`config.mk`:
```
export PLATFORM = sky130hd
export DESIGN_NAME = vsag_monitor
export DESIGN_NICKNAME = d
export VERILOG_FILES = /design/src/rtl/vsag_pkg.sv /design/src/rtl/vsag_level_cmp.sv /design/src/rtl/vsag_cycle_fsm.sv /design/src/rtl/vsag_flag_ctrl.sv /design/src/rtl/vsag_monitor.sv
export SDC_FILE = /design/constraint.sdc
export NUM_CORES = 1
export LEC_CHECK = 0
export BUFFER_PORTS_ARGS = -buffer_cell sky130_fd_sc_hd__buf_2
export CAP_MARGIN = 20
export CORE_MARGIN = 2
export CORE_UTILIZATION = 50
export CTS_CLUSTER_DIAMETER = 50
export DETAILED_ROUTE_END_ITERATION = 7
export GPL_TIMING_DRIVEN = 0
export MAX_ROUTING_LAYER = met4
export PLACE_DENSITY = 0.79
export SLEW_MARGIN = 30
export SYNTH_ARGS = -nofsm -noshare
export SYNTH_HDL_FRONTEND = slang
export SYNTH_SLANG_ARGS = --single-unit
export TNS_END_PERCENT = 30
```
`constraint.sdc`:
```
create_clock -name clk -period 2.5 [get_ports clk]
set_input_delay 0.125 -clock clk [delete_from_list [all_inputs] [get_ports clk]]
set_output_delay 0.125 -clock clk [all_outputs]
set_load 0.01 [all_outputs]
```
`src/rtl/vsag_pkg.sv`:
```
package vsag_pkg;

    typedef enum logic [1:0] {
        SAG_NORMAL = 2'd0,
        SAG_ARMED  = 2'd1,
        SAG_COUNT  = 2'd2,
        SAG_HOLD   = 2'd3
    } sag_state_t;

endpackage

```
`src/rtl/vsag_level_cmp.sv`:
```
module vsag_level_cmp #(
    parameter int SAMPLE_W = 24,
    parameter int LEVEL_W  = 16
) (
    input  logic                smp_valid_i,
    input  logic [SAMPLE_W-1:0] smp_data_i,
    input  logic [LEVEL_W-1:0]  level_i,
    output logic                below_o,
    output logic                above_o
);
    localparam int SHIFT = SAMPLE_W - LEVEL_W;

    logic [SAMPLE_W-1:0] mag;
    logic [SAMPLE_W-1:0] thresh;
    logic                level_live;

    // magnitude; the most negative code maps to 2^(SAMPLE_W-1), still representable unsigned
    assign mag = smp_data_i[SAMPLE_W-1] ? (~smp_data_i + 1'b1) : smp_data_i;

    generate
        if (SHIFT > 0) begin : g_scaled
            assign thresh = {level_i, {SHIFT{1'b0}}};
        end else begin : g_direct
            assign thresh = SAMPLE_W'(level_i);
        end
    endgenerate

    // levels 0 and 1 pin the threshold to zero
    assign level_live = (level_i > LEVEL_W'(1));
    assign below_o    = smp_valid_i && level_live && (mag < thresh);
    assign above_o    = smp_valid_i && !below_o;

endmodule

```
`src/rtl/vsag_cycle_fsm.sv`:
```
module vsag_cycle_fsm
    import vsag_pkg::*;
#(
    parameter int CYC_W = 8
) (
    input  logic             clk,
    input  logic             rst_n,
    input  logic             below_i,
    input  logic             above_i,
    input  logic             zx_i,
    input  logic [CYC_W-1:0] cyc_cfg_i,
    output logic             sag_set_o
);
    localparam logic [CYC_W-1:0] MIN_CYC = CYC_W'(2);
    localparam logic [CYC_W-1:0] ONE     = CYC_W'(1);

    sag_state_t       state_q, state_d;
    logic [CYC_W-1:0] cnt_q, cnt_d;
    logic [CYC_W-1:0] eff_cyc;
    logic [CYC_W-1:0] target;
    logic             done;

    assign eff_cyc = (cyc_cfg_i < MIN_CYC) ? MIN_CYC : cyc_cfg_i;
    assign target  = eff_cyc - ONE;
    assign done    = ((cnt_q + ONE) == target);

    // next state
    always_comb begin
        state_d = state_q;
        cnt_d   = cnt_q;
        unique case (state_q)
            SAG_NORMAL: begin
                if (below_i) begin
                    state_d = SAG_ARMED;        // drop
                    cnt_d   = '0;
                end
            end
            SAG_ARMED: begin
                if (above_i) begin
                    state_d = SAG_NORMAL;       // recover
                end else if (zx_i) begin
                    state_d = SAG_COUNT;        // open
                    cnt_d   = '0;
                end
            end
            SAG_COUNT: begin
                if (above_i) begin
                    state_d = SAG_NORMAL;       // recover
                end else if (zx_i) begin
                    if (done) begin
                        state_d = SAG_HOLD;     // detect
                    end else begin
                        cnt_d   = cnt_q + ONE;  // tick
                    end
                end
            end
            SAG_HOLD: begin
                if (above_i) begin
                    state_d = SAG_NORMAL;       // recover
                end
            end
            default: state_d = SAG_NORMAL;
        endcase
    end

    // state register
    always_ff @(posedge clk or negedge rst_n) begin
        if (!rst_n) begin
            state_q <= SAG_NORMAL;
            cnt_q   <= '0;
        end else begin
            state_q <= state_d;
            cnt_q   <= cnt_d;
        end
    end

    // outputs
    always_comb begin
        sag_set_o = 1'b0;
        unique case (state_q)
            SAG_COUNT: sag_set_o = zx_i && !above_i && done;
            default:   sag_set_o = 1'b0;
        endcase
    end

    assert_recover_R5: assert property (@(posedge clk) disable iff (!rst_n)
        above_i |=> (state_q == SAG_NORMAL));

    assert_hold_entry_R3: assert property (@(posedge clk) disable iff (!rst_n)
        ((state_q == SAG_HOLD) && ($past(state_q) != SAG_HOLD)) |-> $past(zx_i));

    assert_no_count_on_recover_R10: assert property (@(posedge clk) disable iff (!rst_n)
        (above_i && zx_i) |=> (state_q == SAG_NORMAL));

endmodule

```
`src/rtl/vsag_flag_ctrl.sv`:
```
module vsag_flag_ctrl (
    input  logic clk,
    input  logic rst_n,
    input  logic set_i,
    input  logic clr_i,
    input  logic irq_en_i,
    output logic flag_o,
    output logic irq_o
);
    logic flag_q;

    always_ff @(posedge clk or negedge rst_n) begin
        if (!rst_n) begin
            flag_q <= 1'b0;
        end else if (set_i) begin
            flag_q <= 1'b1;
        end else if (clr_i) begin
            flag_q <= 1'b0;
        end
    end

    assign flag_o = flag_q;
    assign irq_o  = flag_q && irq_en_i;

    assert_set_wins_R7: assert property (@(posedge clk) disable iff (!rst_n)
        (set_i && clr_i) |=> flag_o);

    assert_clear_R7: assert property (@(posedge clk) disable iff (!rst_n)
        (clr_i && !set_i) |=> !flag_o);

    assert_sticky_R7: assert property (@(posedge clk) disable iff (!rst_n)
        (flag_o && !clr_i) |=> flag_o);

endmodule

```
`src/rtl/vsag_monitor.sv`:
```
module vsag_monitor #(
    parameter int SAMPLE_W = 24,
    parameter int LEVEL_W  = 16,
    parameter int CYC_W    = 8
) (
    input  logic                clk,
    input  logic                rst_n,
    input  logic                smp_valid,
    input  logic [SAMPLE_W-1:0] smp_data,
    input  logic                zx_pulse,
    input  logic [LEVEL_W-1:0]  sag_level,
    input  logic [CYC_W-1:0]    sag_cycles,
    input  logic                flag_clr,
    input  logic                irq_en,
    output logic                sag_flag,
    output logic                sag_irq
);
    logic below;
    logic above;
    logic sag_set;

    vsag_level_cmp #(.SAMPLE_W(SAMPLE_W), .LEVEL_W(LEVEL_W)) u_cmp (
        .smp_valid_i (smp_valid),
        .smp_data_i  (smp_data),
        .level_i     (sag_level),
        .below_o     (below),
        .above_o     (above)
    );

    vsag_cycle_fsm #(.CYC_W(CYC_W)) u_fsm (
        .clk       (clk),
        .rst_n     (rst_n),
        .below_i   (below),
        .above_i   (above),
        .zx_i      (zx_pulse),
        .cyc_cfg_i (sag_cycles),
        .sag_set_o (sag_set)
    );

    vsag_flag_ctrl u_flag (
        .clk      (clk),
        .rst_n    (rst_n),
        .set_i    (sag_set),
        .clr_i    (flag_clr),
        .irq_en_i (irq_en),
        .flag_o   (sag_flag),
        .irq_o    (sag_irq)
    );

    assert_zero_level_R2: assert property (@(posedge clk) disable iff (!rst_n)
        (sag_level <= LEVEL_W'(1)) |-> !below);

    assert_set_on_edge_R3: assert property (@(posedge clk) disable iff (!rst_n)
        sag_set |-> (zx_pulse && smp_valid == below));

endmodule

```
# Yosys cells after proc, flatten, opt, wreduce, memory -nomap -nowiden
# Index checks and enable logic that the tools add are counted.
# word_totals
register_bits,11
inputBits,54
out_inout_bits,2
# op_classes
n_addsub,3
magnitude_cmp,3
n_eq_ne,14
mux,20
bitwise,1
n_reduce_logical,13
# ops
op,count
two-way mux 8 bit,7
adder 24 x 1 -> 24 bit (second input constant),1
< comparator 24 bit,1
two-way mux 24 bit,1
NOT 24 bit,1
one-hot mux 8 bit (3 select lines),1
greater-than comparator 16 x 1 -> 1 bit (second input constant),1
two-way mux 2 bit,7
inequality test 2 bit (second input constant),6
adder 8 x 1 -> 8 bit (second input constant),1
equality test 8 bit,1
< comparator 8 x 2 -> 1 bit (second input constant),1
one-hot mux 2 bit (4 select lines),1
subtractor 8 x 1 -> 8 bit (second input constant),1
AND reduction 7 bit,1
logical AND 1 bit,6
inequality test 3 x 2 -> 1 bit (second input constant),2
AND reduction 5 bit,1
equality test 2 bit (second input constant),2
two-way mux 1 bit,3
inequality test 3 x 1 -> 1 bit (second input constant),1
nonzero test 3 bit,1
equality test 2 x 1 -> 1 bit (second input constant),1
zero test 1 bit,2
3 further kinds,3

# Longest topological paths before layout
# depth
depth_word,12
mapped_depth,15

# Hierarchy
# From an unflattened synthesis, not the netlist that was laid out.
# hier_totals
cells_unflattened,227
area_unflattened_um2,1868.0
# by_module_without_submodules
module,instances,cells_each,area_each_um2
vsag_cycle_fsm,1,114,975.9
vsag_level_cmp,1,109,849.6
vsag_flag_ctrl,1,4,42.5

# Least setup slack after synthesis
# Ideal clock, no wire load.
# synth_path
path_type,input to register
startpoint,input port smp_data[7]
endpoint,register u_fsm.cnt_q[0]
arrival_time_ns,3.237
slack_ns,-0.868
path_stages,15
cell_sequence,nor4_2 > nand4_1 > nor4_1 > nand2b_1 > or4_1 > o21ai_1 > xnor2_1 > ha_1 > o21ai_0 > nor2_1 > a21oi_1 > nand4_1 > a21boi_0 > a2bb2oi_4 > mux2i_1
# synth_between
elab_chain_cells,9
elab_cells_between_ends,11
cone_classes,add/sub (1); order compare (1); eq/ne (3); mux (1); bitwise (1); reduce/logical (4)
# synth_rtl
element,line,source
"start, declared",vsag_monitor.sv:9,"input logic [SAMPLE_W-1:0] smp_data,"
NOT 24 bit,vsag_level_cmp.sv:18,assign mag = smp_data_i[SAMPLE_W-1] ? (~smp_data_i + 1'b1) : smp_data_i;
adder 24 x 1 -> 24 bit,vsag_level_cmp.sv:18,
two-way mux 24 bit (*),vsag_level_cmp.sv:18,
< comparator 24 bit (*),vsag_level_cmp.sv:30,assign below_o = smp_valid_i && level_live && (mag < thresh);
logical AND 1 bit (*),vsag_level_cmp.sv:30,
zero test 1 bit,vsag_level_cmp.sv:31,assign above_o = smp_valid_i && !below_o;
logical AND 1 bit,vsag_level_cmp.sv:31,
inequality test 2 bit (no line),-,
AND reduction 7 bit (no line) (*),-,
"end signal, assigned",vsag_cycle_fsm.sv:73,cnt_q <= cnt_d;
"end, declared",vsag_cycle_fsm.sv:18,"logic [CYC_W-1:0] cnt_q, cnt_d;"
# Mark *: on every way between the ends. The rest lies on a longest branch, timed or not.
# A chain may end at the register's enable or synchronous reset.

# Worst setup path after layout
# layout_path
startpoint,input port smp_data[0]
endpoint,register u_fsm.cnt_q[7]
# The elaborated chain is that of the path after synthesis.

==> results_dict.tcl <==
set metrics [dict create \
    cp.required_ps 2650 \
    fin_crit_ps 3140 \
    switching_share_pct 41.3 \
    gp_congestion 0.864 \
    fp.dieH_um 62.8 \
    post-route-period-util_pct 126 \
    die_x_um 62.8 \
    ys_seq_area_share_pct 15.9 \
    synth_top_flop_cell "dfrtp_1" \
    dp.cells 318 \
    setup_violations 11 \
    vias 1862 \
    dieArea_mm2 0.00395 \
    nFillCells 303 \
    postRouteAntennaNets 0 \
    min_from "smp_valid" \
    avgViaCountPerCell 5.64 \
    grt_usage_pct 22.6 \
    p_total_uw 731 \
    drc 0 \
    clk_pin_slew_ps 80 \
    worst_slew_pin_slew_ps 559 \
    dp_hpwl_mm 3.45 \
    cp-start-kind "primary input" \
    drt_pass1_iterations 4 \
    seq_area_um2 275 \
    critPathCaptureType "flip-flop" \
    tritoncts "done" \
    antennaDiodeCount 0 \
    totalWireLength_mm 4.11 \
    layout_common_cells "54 x buf_2, 24 x inv_1, 18 x xnor2_1" \
    path_common_cell "nand4_1" \
    crit_type "in2reg" \
    synth_cell_types 53 \
    yosysWarningCount 0 \
    vdd_drop_max_mv 0.131 \
    grt_max_degree 12 \
    start_util_pct 51.9 \
    p_int_uw 429 \
    min_path_cells 2 \
    power_density_mw_per_mm2 327 \
    status "complete, but fails checks" \
    core_region_area_mm2 0.00334 \
    seqPwrFrac_pct 29.8 \
    power.leakage_uw 0.00103 \
    worst_slack_ps -641 \
    hold_path.class "in2reg" \
    multi_input_area_mm2 0.00141 \
    synth_area_mm2 0.00173 \
    final_cells 330 \
    antenna_found_initial 0 \
    grt_pass1_vias 1681 \
    worst-r2r-cell-count 8 \
    cts.sinks 11 \
    synthTopCellsByArea "dfrtp_1 16%, ha_1 12%, xnor2_1 9.1%" \
    ios 56 \
    synth_seq_cells 11 \
    h-tree-depth 1 \
    rsz0062_at_grt "yes" \
    slowest_stage "or4_4" \
    drt_iter0_drc 69 \
    rrSetupSlack_ps 60 \
    routedWlPerCell_um 12.4 \
    row_count 21 \
    io_buffers 55 \
    fmax_mhz 318 \
    yosysTopAreaCell "dfrtp_1" \
    skew_ps 7.23 \
    regToRegStartpoint "u_fsm.cnt_q[0]$_DFFE_PN0P_" \
    min_to "u_fsm.state_q[1]$_DFFE_PN0P_" \
    clk_latency_ps 270 \
    grt_pass1_wl_mm 7.20 \
    cap_violations 0 \
    netSwitchingPower_uw 302 \
    violations "negative setup slack" \
    setup_tns_ps -6560 \
    nNetsFinal 356 \
    synth_edf_count 0 \
    clockBufferDepth 2 \
    cp_max_fo 8 \
    avgSynthCellArea_um2 7.97 \
    final_common_cell "buf_2" \
    cts_buffers 3 \
    netlist.area_leader.share_pct 15.9 \
    async_flop_share_pct 100 \
    grt_overflow 0 \
    syn_inst 217 \
    synth_nets 288 \
    slew_headroom_pct 62.6 \
    finalMaxSlewViolations 0 \
    crit_chain "buf_2, nor4_4, nand4_1, nor4_2, nand2b_1, or4_4, o21ai_2, xnor2_1, ha_1, nand4_1, nor2_1, a21oi_1, nand4_1, buf_6, a21boi_4, a2bb2oi_4, o22ai_1" \
    pwr-share-comb_pct 53.6 \
    cts-root-buf "clkbuf_4" \
    pwr-share-clk_pct 16.6 \
    cpPeakStageDelay_ps 470 \
    drive_gt1_share_pct 29.2 \
    r2r-end "u_fsm.cnt_q[7]$_DFFE_PN0P_" \
    final_hold_viol_count 0 \
    syn2layout_area_growth_pct 29.3 \
    cp.arrival_ps 3290 \
]
-- kinds of logic (layout without fill, tap and decap cells) --
family	after synthesis	after routing	share of synthesized area, %
buffers and inverters	29	96	6.44
multiplexers	1	1	0.578
XOR/XNOR	26	26	13.2
AND/OR/NAND/NOR	72	72	24.9
flip-flops	11	11	15.9
AO/OA/AOI/OAI	61	61	26.7
adder cells (fa/ha/maj)	17	17	12.3
-- worst max-delay path, delay by kind of cell --
family / cells / cell delay [ps]
buf+inv: 2 / 290
compound gates: 5 / 800
fa+ha+maj: 1 / 260
xor+xnor: 1 / 130
simple gates: 8 / 1700
-- metal layers --
| metal | wire length, µm | track usage (%) |
|---|---|---|
| met5 | 0 | - |
| met4 | 42 | 5.83 |
| met3 | 166 | 2.52 |
| met2 | 2030 | 39.5 |
| met1 | 1870 | 27.5 |
-- timing repair --
item	4_1_cts	5_1_grt
pin swaps	10	5
endpoints found under the hold margin	11	0
hold buffers	1	0
resized for setup	9	0
setup endpoints to repair	11	11
buffers inserted	5	2
-- synthesized netlist by cell type, drive strengths merged, types with 4 or more instances --
library cell / n
xor2: 8
o31ai: 4
nor2: 8
o21ai: 13
nand4: 9
inv: 24
xnor2: 18
ha: 17
nor4: 11
nand2: 8
nand3: 8
a21oi: 9
nor3: 10
dfrtp: 11
a2bb2oi: 5
a21boi: 5
-- how the worst max path moves through the flow --
stage | from | slack, ps | depth (start not counted) | end
6_report | smp_data[0] | -640 | 17 | u_fsm.cnt_q[7]$_DFFE_PN0P_
5_1_grt | smp_data[0] | -1010 | 18 | u_fsm.state_q[0]$_DFFE_PN0P_
4_1_cts | smp_data[3] | -730 | 17 | u_fsm.cnt_q[7]$_DFFE_PN0P_
3_5_place_dp | smp_data[7] | -1240 | 16 | u_fsm.cnt_q[0]$_DFFE_PN0P_
3_3_place_gp | smp_data[4] | -1220 | 16 | u_fsm.cnt_q[0]$_DFFE_PN0P_
2_1_floorplan | smp_data[7] | -640 | 15 | u_fsm.cnt_q[1]$_DFFE_PN0P_
-- flip-flops by register name, summed over array words and instances, names as in the netlist --
signal	cells
u_fsm.state_q	2
u_flag.flag_o	1
u_fsm.cnt_q	8
-- power groups by stage --
stage / Clock, µW / Combinational (µW) / Sequential, µW
6_report: 121 / 392 / 218
5_1_grt: 137 / 441 / 222
3_3_place_gp: 0 / 361 / 219
4_1_cts: 128 / 391 / 218
2_1_floorplan: 0 / 248 / 215
3_5_place_dp: 0 / 368 / 220
-- per-stage QoR --
step	setup WS [ps]	utilization (%)	cell area, µm²	hold slack [ps]
floorplan	-638	-	1770	-171
global placement	-1220	63.0	2100	7.31
detailed placement	-1240	63.0	2100	8.36
CTS	-731	66.6	2220	96.8
global route	-1010	67.0	2240	101
finish	-641	67.0	2240	102
-- cell type report --
class / count / area share, %
clock inverter: 1 / 0.224
buffer: 5 / 0.951
clock buffer: 3 / 1.01
sequential: 11 / 12.3
tap: 46 / 2.57
inverter: 24 / 4.03
timing repair buffer: 63 / 16.1
multi-input combinational: 177 / 62.8
Note: power is estimated with default switching activity, not from simulation.
